===== config.mk =====
export PLATFORM = sky130hd
export DESIGN_NAME = vpred_beat_ctrl
export DESIGN_NICKNAME = d
export VERILOG_FILES = /design/src/rtl/vpred_beat_ctrl.sv
export SDC_FILE = /design/constraint.sdc
export NUM_CORES = 1
export LEC_CHECK = 0
export BUFFER_PORTS_ARGS = -buffer_cell sky130_fd_sc_hd__buf_2
export CORE_MARGIN = 2
export CORE_UTILIZATION = 45
export CTS_BUF_LIST = sky130_fd_sc_hd__clkbuf_4
export DETAILED_ROUTE_END_ITERATION = 16
export HOLD_SLACK_MARGIN = 0.1
export PLACE_DENSITY = 0.78
export REMOVE_ABC_BUFFERS = 1
export SLEW_MARGIN = 25
export SYNTH_ARGS = -nofsm -noshare
export SYNTH_HDL_FRONTEND = slang
export SYNTH_SLANG_ARGS = --single-unit

===== constraint.sdc =====
create_clock -name clk -period 1.6 [get_ports clk]
set_input_delay 0.08 -clock clk [delete_from_list [all_inputs] [get_ports clk]]
set_output_delay 0.08 -clock clk [all_outputs]
set_load 0.02 [all_outputs]

===== src/rtl/vpred_beat_ctrl.sv =====
module vpred_beat_ctrl #(
  parameter int LANE_W = 4
) (
  input  logic                  clk,
  input  logic                  rst_n,
  input  logic                  beat_vld,
  input  logic [1:0]            beat_idx,
  input  logic                  keep_state,
  input  logic                  pred_wr_en,
  input  logic [4*LANE_W-1:0]   pred_wr_data,
  input  logic                  mask_wr_en,
  input  logic [2*LANE_W-1:0]   mask_wr_data,
  output logic [4*LANE_W-1:0]   pred_q,
  output logic [2*LANE_W-1:0]   mask_q,
  output logic [LANE_W-1:0]     lane_en,
  output logic                  lane_vld,
  output logic [1:0]            lane_beat
);
  localparam int BEATS  = 4;
  localparam int HALVES = 2;
  localparam int PRED_W = BEATS * LANE_W;
  localparam int MASK_W = HALVES * LANE_W;
  localparam logic [LANE_W-1:0] FLD_LAST = {1'b1, {(LANE_W-1){1'b0}}};

  logic [PRED_W-1:0] pred_r, pred_nxt;
  logic [MASK_W-1:0] mask_r, mask_nxt;
  logic [LANE_W-1:0] nib [BEATS];
  logic [LANE_W-1:0] fld [HALVES];
  logic [LANE_W-1:0] cur_fld, cur_nib, fld_step;
  logic              fld_zero, fld_last, step, flip, store;

  for (genvar h = 0; h < HALVES; h++) begin : g_fld
    assign fld[h] = mask_r[h*LANE_W +: LANE_W];
    assign mask_nxt[h*LANE_W +: LANE_W] =
      (store && beat_idx[1] == 1'(h)) ? fld_step : fld[h];
  end

  assign cur_fld  = fld[beat_idx[1]];
  assign fld_zero = (cur_fld == '0);
  assign fld_last = (cur_fld == FLD_LAST);
  assign step     = beat_vld && !keep_state && !fld_zero;
  assign flip     = step && !fld_last && cur_fld[LANE_W-1];
  assign store    = step && beat_idx[0];
  assign fld_step = fld_last ? '0 : {cur_fld[LANE_W-2:0], 1'b0};

  for (genvar b = 0; b < BEATS; b++) begin : g_nib
    assign nib[b] = pred_r[b*LANE_W +: LANE_W];
    assign pred_nxt[b*LANE_W +: LANE_W] =
      (flip && beat_idx == 2'(b)) ? ~nib[b] : nib[b];
  end

  assign cur_nib = nib[beat_idx];

  always_ff @(posedge clk) begin
    if (!rst_n) begin
      pred_r    <= '0;
      mask_r    <= '0;
      lane_en   <= '0;
      lane_vld  <= 1'b0;
      lane_beat <= '0;
    end else begin
      pred_r   <= pred_wr_en ? pred_wr_data : pred_nxt;
      mask_r   <= mask_wr_en ? mask_wr_data : mask_nxt;
      lane_vld <= beat_vld;
      if (beat_vld) begin
        lane_en   <= fld_zero ? '1 : cur_nib;
        lane_beat <= beat_idx;
      end
    end
  end

  assign pred_q = pred_r;
  assign mask_q = mask_r;
endmodule


# Yosys cells after proc, flatten, opt, wreduce, memory -nomap -nowiden
# Cells that the tools add are included.
# Widths: inputs -> output; s select.
op_classes:
  n_lt_le_gt_ge: 2
  n_eq_ne: 4
  n_mux: 16
  bitwise: 7
  n_reduce_logical: 22
ops:
  columns: ["operator", "n"]
  rows:
  - ["$mux 4", 13]
  - ["$mux 16", 1]
  - ["$not 4->4", 4]
  - ["$reduce_bool 2->1", 6]
  - ["$logic_and 1x1->1", 11]
  - ["$bmux 4 s2", 1]
  - ["$mux 8", 1]
  - ["$eq 2x2->1 const B", 2]
  - ["$eq 4x4->1 const B", 1]
  - ["$logic_not 4->1", 1]
  - ["$ge 3x3->1 const B", 1]
  - ["$logic_not 1->1", 3]
  - ["$not 2->3", 1]
  - ["$eq 2x1->1 const B", 1]
  - ["$ge 2x2->1 const B", 1]
  - ["$logic_not 2->1", 1]
  - ["$not 1->2", 1]
  - ["$not 1->1", 1]
word_totals:
  reg_bits: 31
  inputBits: 32
  output_inout_bits: 31
  wordCells: 60

# Logic depth before layout (Yosys ltp)
depth:
  depth_word: 12
  ltp_mapped: 5
  depth_no_buf: 4

# Least setup slack after synthesis
# OpenSTA, ideal clock, no wires.
synth_timing:
  kind: "register to register"
  from: "register mask_r[4] (netlist: mask_q[4])"
  to: "register mask_r[5] (netlist: mask_q[5])"
  setup_time_ps: 72
  arrival_ps: 1473
  required_time_ps: 1528
  slack_ps: 56
  stages_incl_launch_ff: 5
  n_path_buf: 0
  cell_sequence: "dfxtp_1 nor4b_4 a21oi_1 nor2_1 mux2i_1"
synth_via:
  elab_chain_cells: 9
  word_cells_on_any_way: 13
  classes_between: "eq/ne (1); mux (6); reduce/logical (6)"
synth_lines:
  columns: ["element", "line_no", "source"]
  rows:
  - ["start, declared", "26", "logic [MASK_W-1:0] mask_r, mask_nxt;"]
  - ["start signal, assigned", "63", "mask_r <= mask_wr_en ? mask_wr_data : mask_nxt;"]
  - ["$mux 4 (not written as such) * (3 in a row)", "38", "assign cur_fld = fld[beat_idx[1]];"]
  - ["$logic_not 4->1", "39", "assign fld_zero = (cur_fld == '0);"]
  - ["$logic_not 1->1", "41", "assign step = beat_vld && !keep_state && !fld_zero;"]
  - ["$logic_and 1x1->1", "41", null]
  - ["$logic_and 1x1->1", "43", "assign store = step && beat_idx[0];"]
  - ["$logic_and 1x1->1", "35", "(store && beat_idx[1] == 1'(h)) ? fld_step : fld[h];"]
  - ["$reduce_bool 2->1 (no source line)", null, null]
# Mark *: on every way between the ends. The rest lies on a longest branch, timed or not. The select of a mux whose other input is x is not followed.
# A chain may end at the register's enable or synchronous reset.

# Final worst setup path
layout_timing:
  from: "register mask_r[5] (netlist: mask_q[5])"
  to: "register pred_r[6] (netlist: pred_q[6])"
layout_via:
  elab_chain_cells: 10
  word_cells_on_any_way: 12
  classes_between: "eq/ne (1); mux (3); reduce/logical (8)"
layout_lines:
  columns: ["element", "line_no", "source"]
  rows:
  - ["$mux 4 (not written as such) * (3 in a row)", "38", null]
  - ["$logic_not 4->1", "39", null]
  - ["$logic_not 1->1", "41", null]
  - ["$logic_and 1x1->1", "41", null]
  - ["$logic_and 1x1->1 * (2 in a row)", "42", "assign flip = step && !fld_last && cur_fld[LANE_W-1];"]
  - ["$logic_and 1x1->1 *", "49", "(flip && beat_idx == 2'(b)) ? ~nib[b] : nib[b];"]
  - ["$reduce_bool 2->1 (no source line) *", null, null]
  - ["end signal, assigned", "62", "pred_r <= pred_wr_en ? pred_wr_data : pred_nxt;"]
  - ["end, declared", "25", "logic [PRED_W-1:0] pred_r, pred_nxt;"]
# Marked as above.

==> results.md <==
- Critical path endpoint category: flip-flop
- Die Area: 0.00393 mm2
- Ys Warns: 0
- Core area: 0.00331 mm2
- Clock Latency Late Sink: 0.34 ns
- Worst slew pin tran: 0.419 ns
- Die W: 62.7 um
- CP startpoint kind: flip-flop
- CTS tree: yes
- CTS resizes: 0
- Worst-path clk slew: 0.11 ns
- WHS: 0.107 ns
- Sequential area share after synthesis: 40.0%
- First-pass GRT wire length: 6880 um
- Leak pwr: 0.989 nW
- Crit-path max cell delay: 0.45 ns
- Hold Crit Class: in -> reg
- Most common cell after layout, fill and taps aside: buf_2
- Dpl hpwl: 2830 um
- Setup_tns: 0 ns
- Cells on worst reg2reg path: 6
- Via/cell ratio: 5.20
- Yosys cell types: 25
- Final Hold Viols: 0
- IO Count: 63
- Cell Pwr Density: 922 mW/mm2
- Global route total overflow: 0
- Clk sinks: 31
- Slew Limit Fails: 0
- Total wire length: 4240 um
- Post-synthesis average cell area: 10.1 um2
- Initial antenna violation count: 0
- RSZ-0062 raised after global routing: false
- Fill cells: 253
- Vias post-DR: 1,514
- Antenna-violating nets left: 0
- Max Cap Viol: 0
- DRT Pass-1 Iters: 4
- Area delta synth->final: 47.1%
- Die span in y: 62.7 um
- Row cnt: 21
- Mapped Area: 0.00155 mm2
- Yosys reg bits: 31
- CTS max path bufs: 2
- CP max-delay cell: dfxtp_1
- H-Tree Depth: 2
- # DRC: 0
- Total GRT Usage: 22.3%
- Critical path arrival: 1.73 ns
- Status: complete, no violations
- Critical path class: reg -> reg
- F_max: 0.663 GHz
- Num CTS Buffers: 5
- # diodes: 0
- Crit path buffers/inverters: 2
- CP required: 1.82 ns
- Worst path cell trace: nor4b_4 -> buf_4 -> nor4b_4 -> buf_4 -> xnor2_1 -> a21oi_1
- Number of global-route vias before repair: 1,485
- Number of setup violations in the final report: 0
- Starting Density: 46.9%
- Drt wl/cell: 14.6 um
- Share of cells above drive strength 1: 38.8%
- Relative slew slack: 71.8%
- Crit path depth: 6
- Port Buffer Count: 62
- Final-stage net count: 276
- Worst Path Max Fanout: 6
- Fin crit period: 1.51 ns
- Largest net degree at the start of global routing: 33
- Max VDD drop: 0.576 mV
- Cell family with most CP delay: flip-flops
- Worst Skew: 0.0187 ns
- Cells after Synth: 153
- Depth of the worst hold-timing path: 3
- Initial DRC Count: 62
- Root Driver: clkbuf_4
- RePlAce Congestion: 0.773
- Tcrit/Tclk final: 94.2%
- Commonest non-fill, non-tap cells in the layout: buf_2 (62), dfxtp_1 (31), dlygate4sd3_1 (24)
worst paths after layout:
check	start	end	slack, ns
worst min-delay path	rst_n	pred_q[14]	0.11
worst max-delay path	mask_q[5]	pred_q[6]	0.09
worst min register to register	lane_beat[0]	lane_beat[0]	0.52
worst max register to register	mask_q[5]	pred_q[6]	0.09
area by class of cell:
class	count	area [um2]	share of cell area, %
clock inverter	2	60.1	2.63
sequential	31	621	27.2
timing repair buffer	94	611	26.8
multi-input combinational	108	873	38.3
clock buffer	6	45.0	1.97
inverter	4	15.0	0.658
tap	46	57.6	2.52
registers in the layout, indices dropped and copies added, names as in the netlist:
name / cells
lane_beat: 2
lane_en: 4
lane_vld: 1
mask_q: 8
pred_q: 16
what timing repair did:
item,CTS,global route
hold endpoints to repair,24,0
setup buffers,0,1
setup endpoints to repair,0,2
hold buffers,24,0
kinds of logic (layout without fill, tap and decap cells):
family / Yosys count / after routing / share of synthesized area, %
buffers and inverters: 14 / 106 / 3.71
DFF: 31 / 31 / 40.0
muxes: 14 / 14 / 12.4
and+or+nand+nor: 27 / 27 / 15.9
xor gates and xnor gates: 16 / 16 / 9.03
AOI/OAI and AO/OA: 51 / 51 / 19.0
metal layers:
metal  wire length [um]  part of all wire [%]  global-route usage (%)  vias to the layer above
li1                   -                     -                       -                      739
met1               1840                    43                    27.4                      715
met2               2120                    50                    38.2                       50
met3                181                   4.3                    3.96                       10
met4                104                   2.5                    9.44                        0
met5                  0                     0                       0                        -
cell usage after synthesis:
| cell type | count | area (um2) |
|---|---|---|
| a21oi_1 | 21 | 105 |
| and2_1 | 2 | 12.5 |
| and4bb_2 | 1 | 12.5 |
| buf_2 | 4 | 20.0 |
| clkbuf_1 | 6 | 22.5 |
| dfxtp_1 | 31 | 621 |
| inv_1 | 4 | 15.0 |
| mux2_2 | 2 | 22.5 |
| mux2i_1 | 8 | 80.1 |
| mux4_2 | 4 | 90.1 |
| nand2_1 | 9 | 33.8 |
| nand3b_1 | 1 | 7.51 |
| nand4b_1 | 2 | 17.5 |
| nand4bb_1 | 1 | 11.3 |
| nor2_1 | 1 | 3.75 |
| nor2b_1 | 3 | 18.8 |
| nor3_2 | 1 | 10.0 |
| nor3b_1 | 1 | 7.51 |
| nor4_4 | 3 | 63.8 |
| nor4b_4 | 2 | 47.6 |
| o21ai_0 | 21 | 105 |
| o21bai_1 | 4 | 30.0 |
| o221a_2 | 4 | 45.0 |
| o221ai_1 | 1 | 8.76 |
| xnor2_1 | 16 | 140 |
through the flow:
| stage | utilization, % | worst slack, ns | instances | area (um2) | power [mW] |
|---|---|---|---|---|---|
| after floorplan | - | 0.0556 | 143 | 1510 | 1.12 |
| after global placement | 58.3 | 0.127 | 258 | 1930 | 1.29 |
| after detailed placement | 58.3 | 0.0803 | 258 | 1930 | 1.29 |
| after CTS | 68.7 | 0.0770 | 290 | 2270 | 2.10 |
| after global routing | 68.9 | 0.0181 | 291 | 2280 | 2.19 |
| final | 68.9 | 0.0922 | 291 | 2280 | 2.11 |
worst reg2reg max path: stages (launching register included):
cell and delay (ns):
dfxtp_1 0.45, nor4b_4 0.07, buf_4 0.18, nor4b_4 0.26, buf_4 0.18, xnor2_1 0.15, a21oi_1 0.10
where the power goes:
group / switching (mW) / leakage [nW] / total (mW) / internal, mW
sequential: 0.0539 / 0.257 / 0.882 / 0.828
clock: 0.268 / 0.0559 / 0.773 / 0.505
combinational: 0.234 / 0.676 / 0.450 / 0.216
(Power assumes the default switching activity.)
